===== src/rtl/ssc_prof_pkg.sv =====
package ssc_prof_pkg;

   // Direction of the triangle for the step taken from position pos (0-based).
   function automatic logic tri_climbing(input int unsigned pos, input int unsigned quarter);
      return (pos < quarter) || (pos >= 3 * quarter);
   endfunction

   // Period selector with the zero code folded onto one.
   function automatic int unsigned sel_effective(input int unsigned sel);
      return (sel == 0) ? 1 : sel;
   endfunction

endpackage


===== src/rtl/ssc_cycle_sched.sv =====
module ssc_cycle_sched #(
   parameter int MULT_BASE  = 224,
   parameter int MULT_STEP  = 21,
   parameter int MULT_COUNT = 5,
   parameter int SEL_W      = 3,
   parameter int LEN_W      = 12
) (
   input  logic             clk,
   input  logic             rst_n,
   input  logic             clear,
   input  logic             load,
   input  logic [SEL_W-1:0] sel,
   output logic [LEN_W-1:0] cyc_len
);
   import ssc_prof_pkg::*;

   localparam int MULT_MAX = MULT_BASE + MULT_STEP * (MULT_COUNT - 1);
   localparam int MUL_W    = $clog2(MULT_MAX + 1);
   localparam int IDX_W    = (MULT_COUNT > 1) ? $clog2(MULT_COUNT) : 1;
   localparam int FAC_W    = SEL_W + 1;

   if (MULT_MAX * (2 ** SEL_W) >= 2 ** LEN_W) begin : g_len_too_narrow
      $error("ssc_cycle_sched: LEN_W too small for the longest cycle");
   end
   if (MULT_COUNT < 1) begin : g_no_mult
      $error("ssc_cycle_sched: MULT_COUNT must be at least 1");
   end

   logic [MUL_W-1:0] mult_cur;
   logic [FAC_W-1:0] factor;
   logic [LEN_W-1:0] len_next;

   generate
      if (MULT_COUNT > 1) begin : g_wander
         logic [IDX_W-1:0] idx_q;
         always_ff @(posedge clk or negedge rst_n) begin
            if (!rst_n)
               idx_q <= '0;
            else if (clear)
               idx_q <= '0;
            else if (load)
               idx_q <= (idx_q == IDX_W'(MULT_COUNT - 1)) ? '0 : idx_q + 1'b1;
         end
         assign mult_cur = MUL_W'(MULT_BASE) + MUL_W'(MULT_STEP) * MUL_W'(idx_q);
      end else begin : g_fixed
         assign mult_cur = MUL_W'(MULT_BASE);
      end
   endgenerate

   assign factor   = FAC_W'(sel_effective(int'(sel))) + FAC_W'(1);
   assign len_next = LEN_W'(mult_cur) * LEN_W'(factor);

   always_ff @(posedge clk or negedge rst_n) begin
      if (!rst_n)
         cyc_len <= LEN_W'(MULT_BASE);
      else if (load && !clear)
         cyc_len <= len_next;
   end

endmodule


===== src/rtl/ssc_step_pacer.sv =====
module ssc_step_pacer #(
   parameter int STEPS = 40,
   parameter int LEN_W = 12
) (
   input  logic             clk,
   input  logic             rst_n,
   input  logic             clear,
   input  logic             run,
   input  logic [LEN_W-1:0] cyc_len,
   output logic             step
);
   localparam int ACC_W = LEN_W + 1;

   if (STEPS >= 2 ** LEN_W) begin : g_steps_too_many
      $error("ssc_step_pacer: STEPS exceeds the cycle length range");
   end

   logic [ACC_W-1:0] acc_q;
   logic [ACC_W-1:0] acc_sum;
   logic [ACC_W-1:0] len_ext;

   // Remainder accumulator: STEPS events spread evenly over cyc_len clocks.
   assign len_ext = {1'b0, cyc_len};
   assign acc_sum = acc_q + ACC_W'(STEPS);
   assign step    = run && (acc_sum >= len_ext);

   always_ff @(posedge clk or negedge rst_n) begin
      if (!rst_n)
         acc_q <= '0;
      else if (clear || !run)
         acc_q <= '0;
      else if (step)
         acc_q <= acc_sum - len_ext;
      else
         acc_q <= acc_sum;
   end

endmodule


===== src/rtl/ssc_tri_shaper.sv =====
module ssc_tri_shaper #(
   parameter int QUARTER = 10,
   parameter int PPM_W   = 11,
   parameter int DEV_W   = 16,
   parameter bit USE_MUL = 1'b1
) (
   input  logic                    clk,
   input  logic                    rst_n,
   input  logic                    clear,
   input  logic                    step,
   input  logic [PPM_W-1:0]        step_ppm,
   output logic signed [DEV_W-1:0] dev,
   output logic                    upd,
   output logic                    last
);
   import ssc_prof_pkg::*;

   localparam int STEPS = 4 * QUARTER;
   localparam int POS_W = $clog2(STEPS);
   localparam int LVL_W = $clog2(QUARTER + 1) + 1;

   if (QUARTER < 1) begin : g_bad_quarter
      $error("ssc_tri_shaper: QUARTER must be at least 1");
   end

   logic [POS_W-1:0]        pos_q;
   logic signed [LVL_W-1:0] lvl_q;
   logic signed [LVL_W-1:0] lvl_n;
   logic                    climbing;
   logic signed [DEV_W-1:0] ppm_x;
   logic signed [DEV_W-1:0] dev_n;

   assign climbing = tri_climbing(int'(pos_q), QUARTER);
   assign lvl_n    = climbing ? lvl_q + LVL_W'(1) : lvl_q - LVL_W'(1);
   assign last     = step && (pos_q == POS_W'(STEPS - 1));
   assign ppm_x    = DEV_W'(step_ppm);

   generate
      if (USE_MUL) begin : g_mul
         logic signed [DEV_W-1:0] lvl_x;
         assign lvl_x = DEV_W'(lvl_n);
         assign dev_n = lvl_x * ppm_x;
      end else begin : g_acc
         assign dev_n = climbing ? dev + ppm_x : dev - ppm_x;
      end
   endgenerate

   always_ff @(posedge clk or negedge rst_n) begin
      if (!rst_n) begin
         pos_q <= '0;
         lvl_q <= '0;
         dev   <= '0;
         upd   <= 1'b0;
      end else if (clear) begin
         pos_q <= '0;
         lvl_q <= '0;
         dev   <= '0;
         upd   <= 1'b0;
      end else begin
         upd <= step;
         if (step) begin
            pos_q <= last ? '0 : pos_q + 1'b1;
            lvl_q <= lvl_n;
            dev   <= dev_n;
         end
      end
   end

endmodule


===== src/rtl/ssc_profile_gen.sv =====
module ssc_profile_gen #(
   parameter int QUARTER       = 10,
   parameter int PEAK_UNIT_PPM = 2500,
   parameter int MULT_BASE     = 224,
   parameter int MULT_STEP     = 21,
   parameter int MULT_COUNT    = 5,
   parameter int RATE_W        = 3,
   parameter int SEL_W         = 3,
   parameter int DEV_W         = 16,
   parameter bit USE_MUL       = 1'b1
) (
   input  logic                    clk_ref,
   input  logic                    rst_n,
   input  logic [RATE_W-1:0]       rate_code,
   input  logic [SEL_W-1:0]        period_sel,
   input  logic                    pll_mode,
   input  logic                    src_bypass,
   output logic signed [DEV_W-1:0] dev_ppm,
   output logic                    dev_upd
);
   localparam int STEPS     = 4 * QUARTER;
   localparam int STEP_UNIT = PEAK_UNIT_PPM / QUARTER;
   localparam int RATE_MAX  = (2 ** RATE_W) - 1;
   localparam int PPM_W     = $clog2(RATE_MAX * STEP_UNIT + 1);
   localparam int PEAK_MAX  = RATE_MAX * PEAK_UNIT_PPM;
   localparam int MULT_MAX  = MULT_BASE + MULT_STEP * (MULT_COUNT - 1);
   localparam int LEN_W     = $clog2(MULT_MAX * (2 ** SEL_W) + 1);

   if (PEAK_UNIT_PPM % QUARTER != 0) begin : g_uneven_steps
      $error("ssc_profile_gen: PEAK_UNIT_PPM must divide by QUARTER");
   end
   if (PEAK_MAX >= 2 ** (DEV_W - 1)) begin : g_dev_too_narrow
      $error("ssc_profile_gen: DEV_W too small for the largest peak");
   end
   if (STEPS > 2 * MULT_BASE) begin : g_steps_too_dense
      $error("ssc_profile_gen: more steps than clocks in the shortest cycle");
   end

   logic             force_off;
   logic             run_q;
   logic             load;
   logic             step;
   logic             last;
   logic [LEN_W-1:0] cyc_len;
   logic [PPM_W-1:0] ppm_q;

   assign force_off = pll_mode | src_bypass;
   assign load      = (!run_q && !force_off) || last;

   always_ff @(posedge clk_ref or negedge rst_n) begin
      if (!rst_n)
         run_q <= 1'b0;
      else
         run_q <= !force_off;
   end

   // Step size is captured only at a cycle boundary.
   always_ff @(posedge clk_ref or negedge rst_n) begin
      if (!rst_n)
         ppm_q <= '0;
      else if (load && !force_off)
         ppm_q <= PPM_W'(rate_code) * PPM_W'(STEP_UNIT);
   end

   ssc_cycle_sched #(
      .MULT_BASE (MULT_BASE),
      .MULT_STEP (MULT_STEP),
      .MULT_COUNT(MULT_COUNT),
      .SEL_W     (SEL_W),
      .LEN_W     (LEN_W)
   ) sched_i (
      .clk    (clk_ref),
      .rst_n  (rst_n),
      .clear  (force_off),
      .load   (load),
      .sel    (period_sel),
      .cyc_len(cyc_len)
   );

   ssc_step_pacer #(
      .STEPS(STEPS),
      .LEN_W(LEN_W)
   ) pacer_i (
      .clk    (clk_ref),
      .rst_n  (rst_n),
      .clear  (force_off),
      .run    (run_q),
      .cyc_len(cyc_len),
      .step   (step)
   );

   ssc_tri_shaper #(
      .QUARTER(QUARTER),
      .PPM_W  (PPM_W),
      .DEV_W  (DEV_W),
      .USE_MUL(USE_MUL)
   ) shaper_i (
      .clk     (clk_ref),
      .rst_n   (rst_n),
      .clear   (force_off),
      .step    (step),
      .step_ppm(ppm_q),
      .dev     (dev_ppm),
      .upd     (dev_upd),
      .last    (last)
   );

endmodule


===== config.mk =====
export PLATFORM = sky130hd
export DESIGN_NAME = ssc_profile_gen
export DESIGN_NICKNAME = d
export VERILOG_FILES = /design/src/rtl/ssc_prof_pkg.sv /design/src/rtl/ssc_cycle_sched.sv /design/src/rtl/ssc_step_pacer.sv /design/src/rtl/ssc_tri_shaper.sv /design/src/rtl/ssc_profile_gen.sv
export SDC_FILE = /design/constraint.sdc
export NUM_CORES = 1
export LEC_CHECK = 0
export ABC_AREA = 1
export BUFFER_PORTS_ARGS = -buffer_cell sky130_fd_sc_hd__clkbuf_2
export CORE_UTILIZATION = 44
export DETAILED_ROUTE_END_ITERATION = 10
export PLACE_DENSITY_LB_ADDON = 0.3
export RECOVER_POWER = 50
export SLEW_MARGIN = 0
export SYNTH_ARGS = -nofsm -noshare
export SYNTH_HDL_FRONTEND = slang
export SYNTH_SLANG_ARGS = --single-unit
export TNS_END_PERCENT = 5

===== constraint.sdc =====
create_clock -name clk_ref -period 5.9 [get_ports clk_ref]
set_input_delay 0 -clock clk_ref [delete_from_list [all_inputs] [get_ports clk_ref]]
set_output_delay 0 -clock clk_ref [all_outputs]
set_load 0.1 [all_outputs]

==> results of run 1 <==
-- critical path: cells and delay by family (launching register included) --
family	cells	cell delay [ns]
adder cells (fa/ha/maj)	6	2.43
AO/OA/AOI/OAI	6	0.97
AND/OR/NAND/NOR	11	1.23
buffers and inverters	2	0.24
flip-flops	1	0.43
-- how the worst max path moves through the flow --
| stage | from | endpoint | slack (ns) | cells past startpoint |
|---|---|---|---|---|
| after floorplan | shaper_i.pos_q[0]$_DFFE_PN0P_ | shaper_i.dev[13]$_DFFE_PN0P_ | 0.93 | 23 |
| after global placement | shaper_i.pos_q[0]$_DFFE_PN0P_ | shaper_i.dev[12]$_DFFE_PN0P_ | 0.52 | 25 |
| after detailed placement | shaper_i.pos_q[1]$_DFFE_PN0P_ | shaper_i.dev[12]$_DFFE_PN0P_ | 0.39 | 24 |
| after CTS | shaper_i.pos_q[1]$_DFFE_PN0P_ | shaper_i.dev[12]$_DFFE_PN0P_ | 0.38 | 24 |
| after global routing | shaper_i.pos_q[0]$_DFFE_PN0P_ | shaper_i.dev[13]$_DFFE_PN0P_ | 0.001 | 25 |
| final | shaper_i.pos_q[1]$_DFFE_PN0P_ | shaper_i.dev[13]$_DFFE_PN0P_ | 0.51 | 25 |
-- layer usage --
| metal | vias up | routed length, um |
|---|---|---|
| li1 | 2985 | - |
| met1 | 2681 | 7480 |
| met2 | 87 | 6460 |
| met3 | 7 | 510 |
| met4 | 0 | 116 |
| met5 | - | 0 |
-- cells in the final DEF (no fill, tap or decap), drive strengths merged --
master	instances
a21boi	1
a21o	2
a21oi	37
a31o	1
a31oi	2
and2	1
buf	2
bufinv	1
clkbuf	39
clkinv	4
conb	1
dfrtp	63
dfstp	3
dlygate4sd3	2
fa	45
ha	81
inv	171
nand2	235
nand3	91
nand3b	2
nand4	11
nor2	91
nor3	2
nor4	1
o21ai	37
o21bai	4
or2	4
xnor2	13
xor2	20
-- registers in the layout, summed over array words and instances (netlist names) --
signal / cells
sched_i.g_wander.idx_q: 3
shaper_i.upd: 1
shaper_i.dev: 15
shaper_i.lvl_q: 5
shaper_i.pos_q: 6
pacer_i.acc_q: 13
ppm_q: 10
sched_i.cyc_len: 12
run_q: 1
-- cell type report --
type	count	area share [%]
well taps	211	3.49
clock inverters	3	0.530
repair buffers	30	2.02
inverters	173	8.59
flip-flops and latches	66	21.9
clock buffers	13	3.31
multi-input cells	682	60.1
-- power by group --
part           internal [mW]  switching, mW  total [mW]
sequential             0.497         0.0374       0.535
combinational          0.209          0.384       0.593
clock                  0.337          0.188       0.525
total                   1.04          0.610        1.65
-- cell families after synthesis --
logic type | Yosys count
buffers and inverters | 194
xor gates and xnor gates | 33
DFF | 66
AOI/OAI and AO/OA | 84
adders and majority gates | 126
and+or+nand+nor | 438
other | 1
-- timing repair --
item	4_1_cts	5_1_grt
endpoints found under the hold margin	64	0
setup endpoints to repair	0	5
resized for setup	0	1
buffers inserted	0	0
hold buffers	2	0
==> flow_results.xml, run 1 <==
<?xml version="1.0" encoding="UTF-8"?>
<metrics>
  <group name="synthesis">
    <metric name="synth_compound_area_share" unit="%">6.59</metric>
    <metric name="post_synth.cell_area_avg" unit="sq um">7.39</metric>
    <metric name="synthTopCellsByCount" unit="">sky130_fd_sc_hd__nand2_1 (227), sky130_fd_sc_hd__inv_1 (168), sky130_fd_sc_hd__nand3_1 (90), sky130_fd_sc_hd__nor2_1 (90), sky130_fd_sc_hd__ha_1 (81)</metric>
    <metric name="ys_ff_latch" unit="">66</metric>
    <metric name="synthMostInstantiatedCell" unit="">sky130_fd_sc_hd__nand2_1</metric>
    <metric name="synth_seq_area_share" unit="%">23.8</metric>
    <metric name="synth.top_cells.by_area" unit="">sky130_fd_sc_hd__dfrtp_1 (23%), sky130_fd_sc_hd__ha_1 (15%), sky130_fd_sc_hd__fa_1 (13%), sky130_fd_sc_hd__nand2_1 (12%), sky130_fd_sc_hd__inv_1 (9.1%)</metric>
    <metric name="synth_enable_flop_cells" unit="">0</metric>
    <metric name="synthesis.instances" unit="">942</metric>
    <metric name="yosysWarnings" unit="">0</metric>
    <metric name="yosys.area_share.simple" unit="%">26.8</metric>
    <metric name="synth_nets" unit="">1078</metric>
    <metric name="ys_types" unit="">37</metric>
    <metric name="synth-adder-area-share" unit="%">27.5</metric>
    <metric name="synth_top_family_by_area" unit="">adder cells</metric>
    <metric name="ys_async_sr_fraction" unit="%">100</metric>
    <metric name="synth.cell_area" unit="sq mm">0.00696</metric>
    <metric name="post_synth_xor_area_fraction" unit="%">4.15</metric>
    <metric name="yosysTopAreaCellShare" unit="%">22.6</metric>
    <metric name="synthDominantAreaCellType" unit="">sky130_fd_sc_hd__dfrtp_1</metric>
    <metric name="multiplexer_area_fraction_after_synthesis" unit="%">0</metric>
    <metric name="synth_flop_cell" unit="">sky130_fd_sc_hd__dfrtp_1</metric>
  </group>
  <group name="min_path">
    <metric name="min-delay-start" unit="">rate_code[1]</metric>
    <metric name="timing.hold.worst.class" unit="">in -&gt; reg</metric>
    <metric name="timing.hold.worst_endpoint" unit="">ppm_q[2]$_DFFE_PN0P_</metric>
    <metric name="min_path_cells" unit="">3</metric>
  </group>
  <group name="clocking">
    <metric name="clk_latency" unit="ns">0.33</metric>
    <metric name="clock_sinks" unit="">66</metric>
    <metric name="clk_transition_reported_paths" unit="ns">0.06</metric>
    <metric name="h-tree-depth" unit="">3</metric>
    <metric name="cts.path.max_buffers" unit="">2</metric>
    <metric name="cts_tree" unit="">done</metric>
    <metric name="clk_root_buffer_cell" unit="">sky130_fd_sc_hd__clkbuf_16</metric>
    <metric name="cts_inserted_buffers" unit="">9</metric>
  </group>
  <group name="cells_and_area">
    <metric name="utilization" unit="%">49.3</metric>
    <metric name="area.growth.synth_to_final" unit="%">8.52</metric>
    <metric name="drive_gt1_share" unit="%">6.10</metric>
    <metric name="nets" unit="">1098</metric>
    <metric name="insertedDiodeCount" unit="">0</metric>
    <metric name="n_fill_cell" unit="">1565</metric>
    <metric name="count_of_placed_standard_cells_in_the_final_layout_fillers_left_out" unit="">1178</metric>
    <metric name="fin_area" unit="sq mm">0.00756</metric>
    <metric name="seq_area" unit="sq mm">0.00166</metric>
    <metric name="multiInputGateArea" unit="sq mm">0.00455</metric>
  </group>
  <group name="worst_setup_path">
    <metric name="timing.rr.start" unit="">shaper_i.pos_q[1]$_DFFE_PN0P_</metric>
    <metric name="worst_r2r_endpoint" unit="">shaper_i.dev[13]$_DFFE_PN0P_</metric>
    <metric name="r2r_cells" unit="">25</metric>
    <metric name="worst_setup_path_category" unit="">reg -&gt; reg</metric>
    <metric name="worst_path_most_repeated_cell" unit="">sky130_fd_sc_hd__nand2_1</metric>
    <metric name="register_to_register_setup_slack" unit="ns">0.51</metric>
    <metric name="worst_setup_path_start_kind" unit="">flip-flop</metric>
    <metric name="worstPathRequired" unit="ns">6.15</metric>
    <metric name="path_max_fanout" unit="">11</metric>
    <metric name="setup.worst_path.end_class" unit="">flip-flop</metric>
    <metric name="cpPeakStageDelay" unit="ns">0.56</metric>
    <metric name="critical-path-slowest-cell" unit="">sky130_fd_sc_hd__fa_1</metric>
    <metric name="worst_ep_arrival_time" unit="ns">5.64</metric>
  </group>
  <group name="global_route">
    <metric name="number_of_global_route_vias_before_repair" unit="">5582</metric>
    <metric name="gr_util_all_layers" unit="%">19.9</metric>
    <metric name="grt.met1_usage" unit="%">28.1</metric>
    <metric name="grt_first_pass_wirelength" unit="um">26200</metric>
    <metric name="grt_overflow" unit="">0</metric>
    <metric name="grt_max_degree" unit="">67</metric>
    <metric name="met3_usage" unit="%">2.30</metric>
    <metric name="antenna_found_initial" unit="">0</metric>
    <metric name="globalRoute.busiestLayer" unit="">met2</metric>
    <metric name="met2_usage" unit="%">32.4</metric>
  </group>
  <group name="floorplan">
    <metric name="die_footprint" unit="sq mm">0.0163</metric>
    <metric name="chipWidth" unit="um">128</metric>
    <metric name="die_h" unit="um">128</metric>
    <metric name="core" unit="sq mm">0.0153</metric>
    <metric name="start_util" unit="%">45.5</metric>
    <metric name="ios" unit="">27</metric>
    <metric name="fp-row-count" unit="">45</metric>
  </group>
  <group name="sta">
    <metric name="max_slew.worst_pin.slew" unit="ns">3.45</metric>
    <metric name="report.final.hold_viol_count" unit="">0</metric>
    <metric name="slew-limit-headroom" unit="%">-130</metric>
    <metric name="setup_ws" unit="ns">0.508</metric>
    <metric name="setup_tns" unit="ns">0</metric>
    <metric name="timing.fmax" unit="MHz">185</metric>
    <metric name="final_max_slew_viol_count" unit="">119</metric>
    <metric name="worst_clock_skew" unit="ns">0.00640</metric>
    <metric name="whs" unit="ns">0.0275</metric>
    <metric name="layout_worst_path_cycle_share" unit="%">91.4</metric>
    <metric name="period_needed" unit="ns">5.39</metric>
    <metric name="report.final.setup_viol" unit="">0</metric>
    <metric name="grt_setup_unrepaired" unit="">false</metric>
  </group>
  <group name="placed_design">
    <metric name="place.gp.congestion" unit="">0.862</metric>
    <metric name="buffer_ports.inserted" unit="">25</metric>
    <metric name="place.detailed.hpwl" unit="um">11500</metric>
    <metric name="worst_slack_at_placement" unit="ns">0.392</metric>
    <metric name="place_inst" unit="">1160</metric>
    <metric name="area_after_dpl" unit="sq mm">0.00726</metric>
  </group>
  <group name="drt">
    <metric name="drtPass1Iterations" unit="">5</metric>
    <metric name="drt-initial-drc-count" unit="">369</metric>
    <metric name="postRouteWirelength" unit="um">14600</metric>
    <metric name="via_per_inst" unit="">4.89</metric>
    <metric name="postRouteAntennaNets" unit="">0</metric>
    <metric name="route.vias.total" unit="">5760</metric>
    <metric name="average_wire_length_per_cell_after_detail_routing" unit="um">12.4</metric>
    <metric name="drc" unit="">0</metric>
  </group>
  <group name="pwr">
    <metric name="p_total" unit="mW">1.65</metric>
    <metric name="power_density" unit="mW/mm^2">219</metric>
    <metric name="p_leak" unit="nW">4.22</metric>
    <metric name="max-vdd-ir-drop" unit="mV">0.124</metric>
  </group>
  <group name="run_status">
    <metric name="outcome" unit="">finished, violations left</metric>
    <metric name="violated_checks" unit="">max-capacitance violations, max-slew violations</metric>
  </group>
  <group name="run">
    <metric name="maxCapViolations" unit="">2</metric>
  </group>
</metrics>
Power figures use the tool's default switching activity.
==> run 2: changes to the inputs <==
HOLD_SLACK_MARGIN = 0.06   (was not set)
==> run 2 against run 1 <==
  * The flow still finishes with violations (max-capacitance violations, max-slew violations)
  * Routed wire length about the same
  * Sequential power about the same
  * Worst setup slack got worse by 0.0067 ns
  * First-iteration DRC count decreased by 5.7%
  * Die area unchanged
==> flow_results.xml, run 2 (synthesized netlist as in run 1, its figures left out) <==
<?xml version="1.0" encoding="UTF-8"?>
<metrics>
  <group name="run_status">
    <metric name="outcome" unit="">finished, violations left</metric>
    <metric name="violated_checks" unit="">max-capacitance violations, max-slew violations</metric>
  </group>
  <group name="worst_setup_path">
    <metric name="worst_setup_path_start_kind" unit="">flip-flop</metric>
    <metric name="worst_setup_path_category" unit="">reg -&gt; reg</metric>
    <metric name="worst_r2r_endpoint" unit="">shaper_i.dev[13]$_DFFE_PN0P_</metric>
    <metric name="timing.rr.start" unit="">shaper_i.pos_q[1]$_DFFE_PN0P_</metric>
    <metric name="timing.critical_path.from" unit="">shaper_i.pos_q[1]$_DFFE_PN0P_</metric>
    <metric name="bufs_and_invs_on_worst_path" unit="">2</metric>
    <metric name="worst_ep_arrival_time" unit="ns">5.65</metric>
    <metric name="cp_top_family" unit="">adder cells</metric>
    <metric name="path_max_fanout" unit="">11</metric>
    <metric name="critical-path-slowest-cell" unit="">sky130_fd_sc_hd__fa_1</metric>
    <metric name="r2r_cells" unit="">25</metric>
    <metric name="register_to_register_setup_slack" unit="ns">0.50</metric>
    <metric name="worstSetupEndpoint" unit="">shaper_i.dev[13]$_DFFE_PN0P_</metric>
    <metric name="worstPathRequired" unit="ns">6.15</metric>
    <metric name="cp_num_cells" unit="">25</metric>
    <metric name="cpPeakStageDelay" unit="ns">0.56</metric>
    <metric name="worst_path_most_repeated_cell" unit="">sky130_fd_sc_hd__nand2_1</metric>
    <metric name="setup.worst_path.end_class" unit="">flip-flop</metric>
  </group>
  <group name="cells_and_area">
    <metric name="multiInputGateArea" unit="sq mm">0.00455</metric>
    <metric name="count_of_placed_standard_cells_in_the_final_layout_fillers_left_out" unit="">1179</metric>
    <metric name="seq_area" unit="sq mm">0.00166</metric>
    <metric name="reg_top3" unit="">shaper_i.dev (15), pacer_i.acc_q (13), sched_i.cyc_len (12)</metric>
    <metric name="area.growth.synth_to_final" unit="%">8.66</metric>
    <metric name="max_ffs_per_register" unit="">15</metric>
    <metric name="most_common_library_cell_in_the_layout_ignoring_fill_and_taps" unit="">sky130_fd_sc_hd__nand2_1</metric>
    <metric name="nets" unit="">1099</metric>
    <metric name="most-common-layout-cells" unit="">sky130_fd_sc_hd__nand2_1 (226), sky130_fd_sc_hd__inv_1 (168), sky130_fd_sc_hd__nand3_1 (90)</metric>
    <metric name="n_fill_cell" unit="">1567</metric>
    <metric name="insertedDiodeCount" unit="">0</metric>
    <metric name="drive_gt1_share" unit="%">6.10</metric>
    <metric name="register_with_the_most_flip_flops" unit="">shaper_i.dev</metric>
  </group>
  <group name="drt">
    <metric name="postRouteAntennaNets" unit="">0</metric>
    <metric name="via_per_inst" unit="">4.88</metric>
    <metric name="drc" unit="">0</metric>
    <metric name="route.vias.total" unit="">5750</metric>
    <metric name="postRouteWirelength" unit="um">14600</metric>
    <metric name="drt-initial-drc-count" unit="">348</metric>
    <metric name="drtPass1Iterations" unit="">5</metric>
    <metric name="average_wire_length_per_cell_after_detail_routing" unit="um">12.3</metric>
  </group>
  <group name="global_route">
    <metric name="grt_max_degree" unit="">67</metric>
    <metric name="grt_first_pass_wirelength" unit="um">26200</metric>
    <metric name="number_of_global_route_vias_before_repair" unit="">5580</metric>
    <metric name="antenna_found_initial" unit="">0</metric>
    <metric name="grt_overflow" unit="">0</metric>
    <metric name="gr_util_all_layers" unit="%">19.9</metric>
  </group>
  <group name="placed_design">
    <metric name="place_inst" unit="">1160</metric>
    <metric name="worst_slack_at_placement" unit="ns">0.392</metric>
    <metric name="place.detailed.hpwl" unit="um">11500</metric>
    <metric name="place.gp.congestion" unit="">0.862</metric>
    <metric name="buffer_ports.inserted" unit="">25</metric>
  </group>
  <group name="sta">
    <metric name="report.final.hold_viol_count" unit="">0</metric>
    <metric name="max_slew.worst_pin.slew" unit="ns">3.44</metric>
    <metric name="timing.fmax" unit="MHz">185</metric>
    <metric name="slew-limit-headroom" unit="%">-129</metric>
    <metric name="worst_clock_skew" unit="ns">0.00579</metric>
    <metric name="period_needed" unit="ns">5.40</metric>
    <metric name="setup_tns" unit="ns">0</metric>
    <metric name="final_max_slew_viol_count" unit="">119</metric>
    <metric name="layout_worst_path_cycle_share" unit="%">91.5</metric>
    <metric name="setup_ws" unit="ns">0.501</metric>
    <metric name="report.final.setup_viol" unit="">0</metric>
    <metric name="grt_setup_unrepaired" unit="">false</metric>
  </group>
  <group name="min_path">
    <metric name="timing.hold.worst.class" unit="">in -&gt; reg</metric>
  </group>
  <group name="floorplan">
    <metric name="core" unit="sq mm">0.0153</metric>
    <metric name="die_h" unit="um">128</metric>
    <metric name="fp-row-count" unit="">45</metric>
    <metric name="chipWidth" unit="um">128</metric>
    <metric name="start_util" unit="%">45.5</metric>
    <metric name="die_footprint" unit="sq mm">0.0163</metric>
    <metric name="ios" unit="">27</metric>
  </group>
  <group name="clocking">
    <metric name="h-tree-depth" unit="">3</metric>
    <metric name="cts_tree" unit="">done</metric>
    <metric name="cts_inserted_buffers" unit="">9</metric>
    <metric name="clock_sinks" unit="">66</metric>
    <metric name="clk_transition_reported_paths" unit="ns">0.06</metric>
    <metric name="clk_latency" unit="ns">0.33</metric>
    <metric name="cts.path.max_buffers" unit="">2</metric>
    <metric name="clk_root_buffer_cell" unit="">sky130_fd_sc_hd__clkbuf_16</metric>
  </group>
  <group name="run">
    <metric name="maxCapViolations" unit="">2</metric>
  </group>
  <group name="pwr">
    <metric name="p_leak" unit="nW">4.22</metric>
    <metric name="p_total" unit="mW">1.65</metric>
    <metric name="max-vdd-ir-drop" unit="mV">0.125</metric>
    <metric name="power_density" unit="mW/mm^2">218</metric>
  </group>
</metrics>
==> run 2: area by class of cell <==
cell class	count	share of cell area [%]
clock inverters	3	0.529
repair buffers	31	2.15
flip-flops and latches	66	21.9
inverters	173	8.58
multi-input cells	682	60.1
clock buffers	13	3.31
well taps	211	3.49
==> run 2: stage by stage <==
step	hold slack, ns	instance area, sq um	util, %
floorplan	-0.296	6960	-
global placement	0.247	7260	47.4
detailed placement	0.240	7260	47.4
CTS	0.130	7580	49.5
global route	0.208	7570	49.4
finish	0.148	7570	49.4
==> run 2: per-layer routing <==
metal  vias up  wire [um]  GRT usage (%)
met2        70       6460           32.4
li1       2988          -              -
met5         -          0              0
met4         0        127           5.12
met3         9        434           2.30
met1      2683       7530           28.0
==> run 2: timing repair <==
action                                  4_1_cts  5_1_grt
hold endpoints to repair                     65        0
resized for setup                             0        1
buffers inserted                              0        0
hold buffers                                  3        0
endpoints found under the setup margin        0        5
==> run 2: how the worst min path moves through the flow <==
stage,start,to,slack (ns),depth (start not counted)
detailed placement,rst_n,shaper_i.dev[9]$_DFFE_PN0P_,0.24,2
global route,rate_code[2],ppm_q[3]$_DFFE_PN0P_,0.21,4
CTS,rate_code[2],ppm_q[3]$_DFFE_PN0P_,0.13,4
floorplan,rst_n,pacer_i.acc_q[0]$_DFFE_PN0P_,-0.30,0
finish,rate_code[2],ppm_q[3]$_DFFE_PN0P_,0.15,4
global placement,rst_n,shaper_i.dev[9]$_DFFE_PN0P_,0.25,2
==> run 2: power breakdown <==
part | leakage, nW | switching, mW | internal (mW)
sequential | 0.888 | 0.0372 | 0.497
combinational | 3.19 | 0.384 | 0.209
clock | 0.144 | 0.188 | 0.337
==> run 2: tightest hold or removal path, stage by stage <==
cell and delay [ns]:
sky130_fd_sc_hd__clkbuf_2 0.15, sky130_fd_sc_hd__ha_1 0.16, sky130_fd_sc_hd__nand3_1 0.07, sky130_fd_sc_hd__nand2_1 0.06
==> run 3: changes to the inputs <==
CORE_UTILIZATION = 25   (was 44)
==> run 3 against run 2 <==
  * Critical path type unchanged
  * Largest cell class unchanged
  * Fmax is 1.4% lower
  * Die area is 75% higher
  * Largest power group unchanged
  * Sequential cell count is the same
  * Critical endpoint is now shaper_i.dev[12]$_DFFE_PN0P_
  * The flow still finishes with violations (max-capacitance violations, max-slew violations)
  * Clock skew grew 0.0023 ns
==> flow_results.xml, run 3 (synthesized netlist as in run 1, its figures left out) <==
<?xml version="1.0" encoding="UTF-8"?>
<metrics>
  <group name="run_status">
    <metric name="outcome" unit="">finished, violations left</metric>
    <metric name="violated_checks" unit="">max-capacitance violations, max-slew violations</metric>
  </group>
  <group name="global_route">
    <metric name="grt_overflow" unit="">0</metric>
    <metric name="number_of_global_route_vias_before_repair" unit="">5717</metric>
    <metric name="gr_util_all_layers" unit="%">12.0</metric>
    <metric name="grt_first_pass_wirelength" unit="um">27700</metric>
    <metric name="grt_max_degree" unit="">67</metric>
    <metric name="antenna_found_initial" unit="">0</metric>
  </group>
  <group name="cells_and_area">
    <metric name="n_fill_cell" unit="">3047</metric>
    <metric name="nets" unit="">1099</metric>
    <metric name="register_with_the_most_flip_flops" unit="">shaper_i.dev</metric>
    <metric name="most_common_library_cell_in_the_layout_ignoring_fill_and_taps" unit="">sky130_fd_sc_hd__nand2_1</metric>
    <metric name="utilization" unit="%">28.7</metric>
    <metric name="reg_top3" unit="">shaper_i.dev (15), pacer_i.acc_q (13), sched_i.cyc_len (12)</metric>
    <metric name="insertedDiodeCount" unit="">0</metric>
    <metric name="most-common-layout-cells" unit="">sky130_fd_sc_hd__nand2_1 (226), sky130_fd_sc_hd__inv_1 (168), sky130_fd_sc_hd__nand3_1 (90)</metric>
    <metric name="count_of_placed_standard_cells_in_the_final_layout_fillers_left_out" unit="">1340</metric>
    <metric name="max_ffs_per_register" unit="">15</metric>
    <metric name="area.growth.synth_to_final" unit="%">12.1</metric>
    <metric name="fin_area" unit="sq mm">0.00781</metric>
    <metric name="drive_gt1_share" unit="%">6.51</metric>
  </group>
  <group name="pwr">
    <metric name="p_total" unit="mW">1.72</metric>
    <metric name="power_density" unit="mW/mm^2">221</metric>
    <metric name="switching_share" unit="%">37.3</metric>
    <metric name="p_seq_share" unit="%">31.0</metric>
    <metric name="p_switching" unit="mW">0.643</metric>
    <metric name="p_leak" unit="nW">4.24</metric>
    <metric name="p_comb_share" unit="%">34.6</metric>
    <metric name="power.internal" unit="mW">1.08</metric>
    <metric name="max-vdd-ir-drop" unit="mV">0.102</metric>
    <metric name="clockPowerShare" unit="%">34.5</metric>
  </group>
  <group name="placed_design">
    <metric name="worst_slack_at_placement" unit="ns">0.211</metric>
    <metric name="place.detailed.hpwl" unit="um">12800</metric>
    <metric name="place_inst" unit="">1321</metric>
    <metric name="place.gp.congestion" unit="">0.824</metric>
    <metric name="area_after_dpl" unit="sq mm">0.00746</metric>
    <metric name="buffer_ports.inserted" unit="">25</metric>
  </group>
  <group name="floorplan">
    <metric name="fp-row-count" unit="">60</metric>
    <metric name="ios" unit="">27</metric>
    <metric name="chipWidth" unit="um">169</metric>
    <metric name="core" unit="sq mm">0.0272</metric>
    <metric name="die_footprint" unit="sq mm">0.0285</metric>
    <metric name="die_h" unit="um">169</metric>
    <metric name="start_util" unit="%">25.6</metric>
  </group>
  <group name="drt">
    <metric name="drtPass1Iterations" unit="">5</metric>
    <metric name="average_wire_length_per_cell_after_detail_routing" unit="um">11.9</metric>
    <metric name="drc" unit="">0</metric>
    <metric name="via_per_inst" unit="">4.28</metric>
    <metric name="drt-initial-drc-count" unit="">268</metric>
    <metric name="postRouteWirelength" unit="um">16000</metric>
    <metric name="postRouteAntennaNets" unit="">0</metric>
    <metric name="route.vias.total" unit="">5729</metric>
  </group>
  <group name="clocking">
    <metric name="cts_inserted_buffers" unit="">9</metric>
    <metric name="clock_sinks" unit="">66</metric>
    <metric name="clk_root_buffer_cell" unit="">sky130_fd_sc_hd__clkbuf_16</metric>
    <metric name="clk_transition_reported_paths" unit="ns">0.06</metric>
    <metric name="cts.path.max_buffers" unit="">2</metric>
    <metric name="clk_latency" unit="ns">0.35</metric>
    <metric name="h-tree-depth" unit="">3</metric>
    <metric name="cts_tree" unit="">done</metric>
  </group>
  <group name="sta">
    <metric name="period_needed" unit="ns">5.47</metric>
    <metric name="setup_tns" unit="ns">0</metric>
    <metric name="grt_setup_unrepaired" unit="">false</metric>
    <metric name="timing.fmax" unit="MHz">183</metric>
    <metric name="final_max_slew_viol_count" unit="">119</metric>
    <metric name="report.final.hold_viol_count" unit="">0</metric>
    <metric name="layout_worst_path_cycle_share" unit="%">92.8</metric>
    <metric name="report.final.setup_viol" unit="">0</metric>
    <metric name="setup_ws" unit="ns">0.426</metric>
    <metric name="max_slew.worst_pin.slew" unit="ns">3.73</metric>
    <metric name="whs" unit="ns">0.138</metric>
    <metric name="slew-limit-headroom" unit="%">-149</metric>
    <metric name="worst_clock_skew" unit="ns">0.00811</metric>
  </group>
  <group name="worst_setup_path">
    <metric name="worstPathRequired" unit="ns">6.15</metric>
    <metric name="worst_setup_path_category" unit="">reg -&gt; reg</metric>
    <metric name="worst_setup_path_start_kind" unit="">flip-flop</metric>
    <metric name="path_max_fanout" unit="">11</metric>
    <metric name="setup.worst_path.end_class" unit="">flip-flop</metric>
    <metric name="worst_ep_arrival_time" unit="ns">5.72</metric>
  </group>
  <group name="run">
    <metric name="maxCapViolations" unit="">2</metric>
  </group>
  <group name="min_path">
    <metric name="timing.hold.worst.class" unit="">in -&gt; reg</metric>
  </group>
</metrics>
## run 3: layout make-up
type | instances | area, sq um | share of cell area (%)
inverters | 173 | 649 | 8.32
clock buffers | 9 | 225 | 2.89
well taps | 372 | 465 | 5.96
repair buffers | 31 | 163 | 2.08
flip-flops and latches | 66 | 1660 | 21.2
clock inverters | 7 | 100 | 1.28
multi-input cells | 682 | 4550 | 58.3
## run 3: critical path, cell delays in order (launching register included)
cell	delay, ns
sky130_fd_sc_hd__dfrtp_1	0.37
sky130_fd_sc_hd__inv_1	0.08
sky130_fd_sc_hd__ha_1	0.19
sky130_fd_sc_hd__o21ai_0	0.17
sky130_fd_sc_hd__nor2_1	0.09
sky130_fd_sc_hd__nor2_2	0.24
sky130_fd_sc_hd__ha_1	0.32
sky130_fd_sc_hd__a21oi_1	0.19
sky130_fd_sc_hd__nand2_1	0.07
sky130_fd_sc_hd__nand2_1	0.08
sky130_fd_sc_hd__nand2_1	0.05
sky130_fd_sc_hd__o21ai_0	0.13
sky130_fd_sc_hd__nand2_2	0.25
sky130_fd_sc_hd__inv_1	0.17
sky130_fd_sc_hd__nand2_1	0.09
sky130_fd_sc_hd__fa_1	0.52
sky130_fd_sc_hd__fa_1	0.52
sky130_fd_sc_hd__fa_1	0.54
sky130_fd_sc_hd__inv_1	0.07
sky130_fd_sc_hd__fa_1	0.53
sky130_fd_sc_hd__a31o_2	0.27
sky130_fd_sc_hd__nand2_1	0.06
sky130_fd_sc_hd__nand2_1	0.07
sky130_fd_sc_hd__nand2_1	0.06
sky130_fd_sc_hd__nand2_1	0.05
sky130_fd_sc_hd__o21ai_0	0.22
## run 3: power groups by stage
stage / clock (mW) / combinational, mW / sequential (mW)
finish: 0.593 / 0.595 / 0.533
CTS: 0.609 / 0.606 / 0.533
global route: 0.626 / 0.694 / 0.540
floorplan: 0 / 0.461 / 0.538
global placement: 0 / 0.597 / 0.540
detailed placement: 0 / 0.600 / 0.541
## run 3: final timing paths
check,from,endpoint,slack (ns),cells after the start
max reg2reg,shaper_i.pos_q[0]$_DFFE_PN0P_,shaper_i.dev[12]$_DFFE_PN0P_,0.43,25
min in group asynchronous,rst_n,shaper_i.dev[11]$_DFFE_PN0P_,1.57,3
min reg2reg,sched_i.cyc_len[7]$_DFFE_PN1P_,sched_i.cyc_len[7]$_DFFE_PN1P_,0.47,2
max in group asynchronous,rst_n,sched_i.cyc_len[11]$_DFFE_PN0P_,2.22,3
max,shaper_i.pos_q[0]$_DFFE_PN0P_,shaper_i.dev[12]$_DFFE_PN0P_,0.43,25
min,rate_code[2],ppm_q[3]$_DFFE_PN0P_,0.14,4
## run 3: layer usage
| metal | GRT usage [%] | routed length, um | share of wire, % | up-vias |
|---|---|---|---|---|
| li1 | - | - | - | 2990 |
| met4 | 2.85 | 150 | 0.94 | 0 |
| met5 | 0 | 0 | 0 | - |
| met3 | 1.99 | 426 | 2.7 | 8 |
| met2 | 19.8 | 7340 | 46 | 57 |
| met1 | 16.3 | 8040 | 50 | 2674 |
## run 3: repair_timing
| action | in CTS | in global routing |
|---|---|---|
| setup endpoints to repair | 0 | 7 |
| hold buffers | 3 | 0 |
| resized for setup | 0 | 2 |
| hold endpoints to repair | 65 | 0 |
| setup buffers | 0 | 0 |
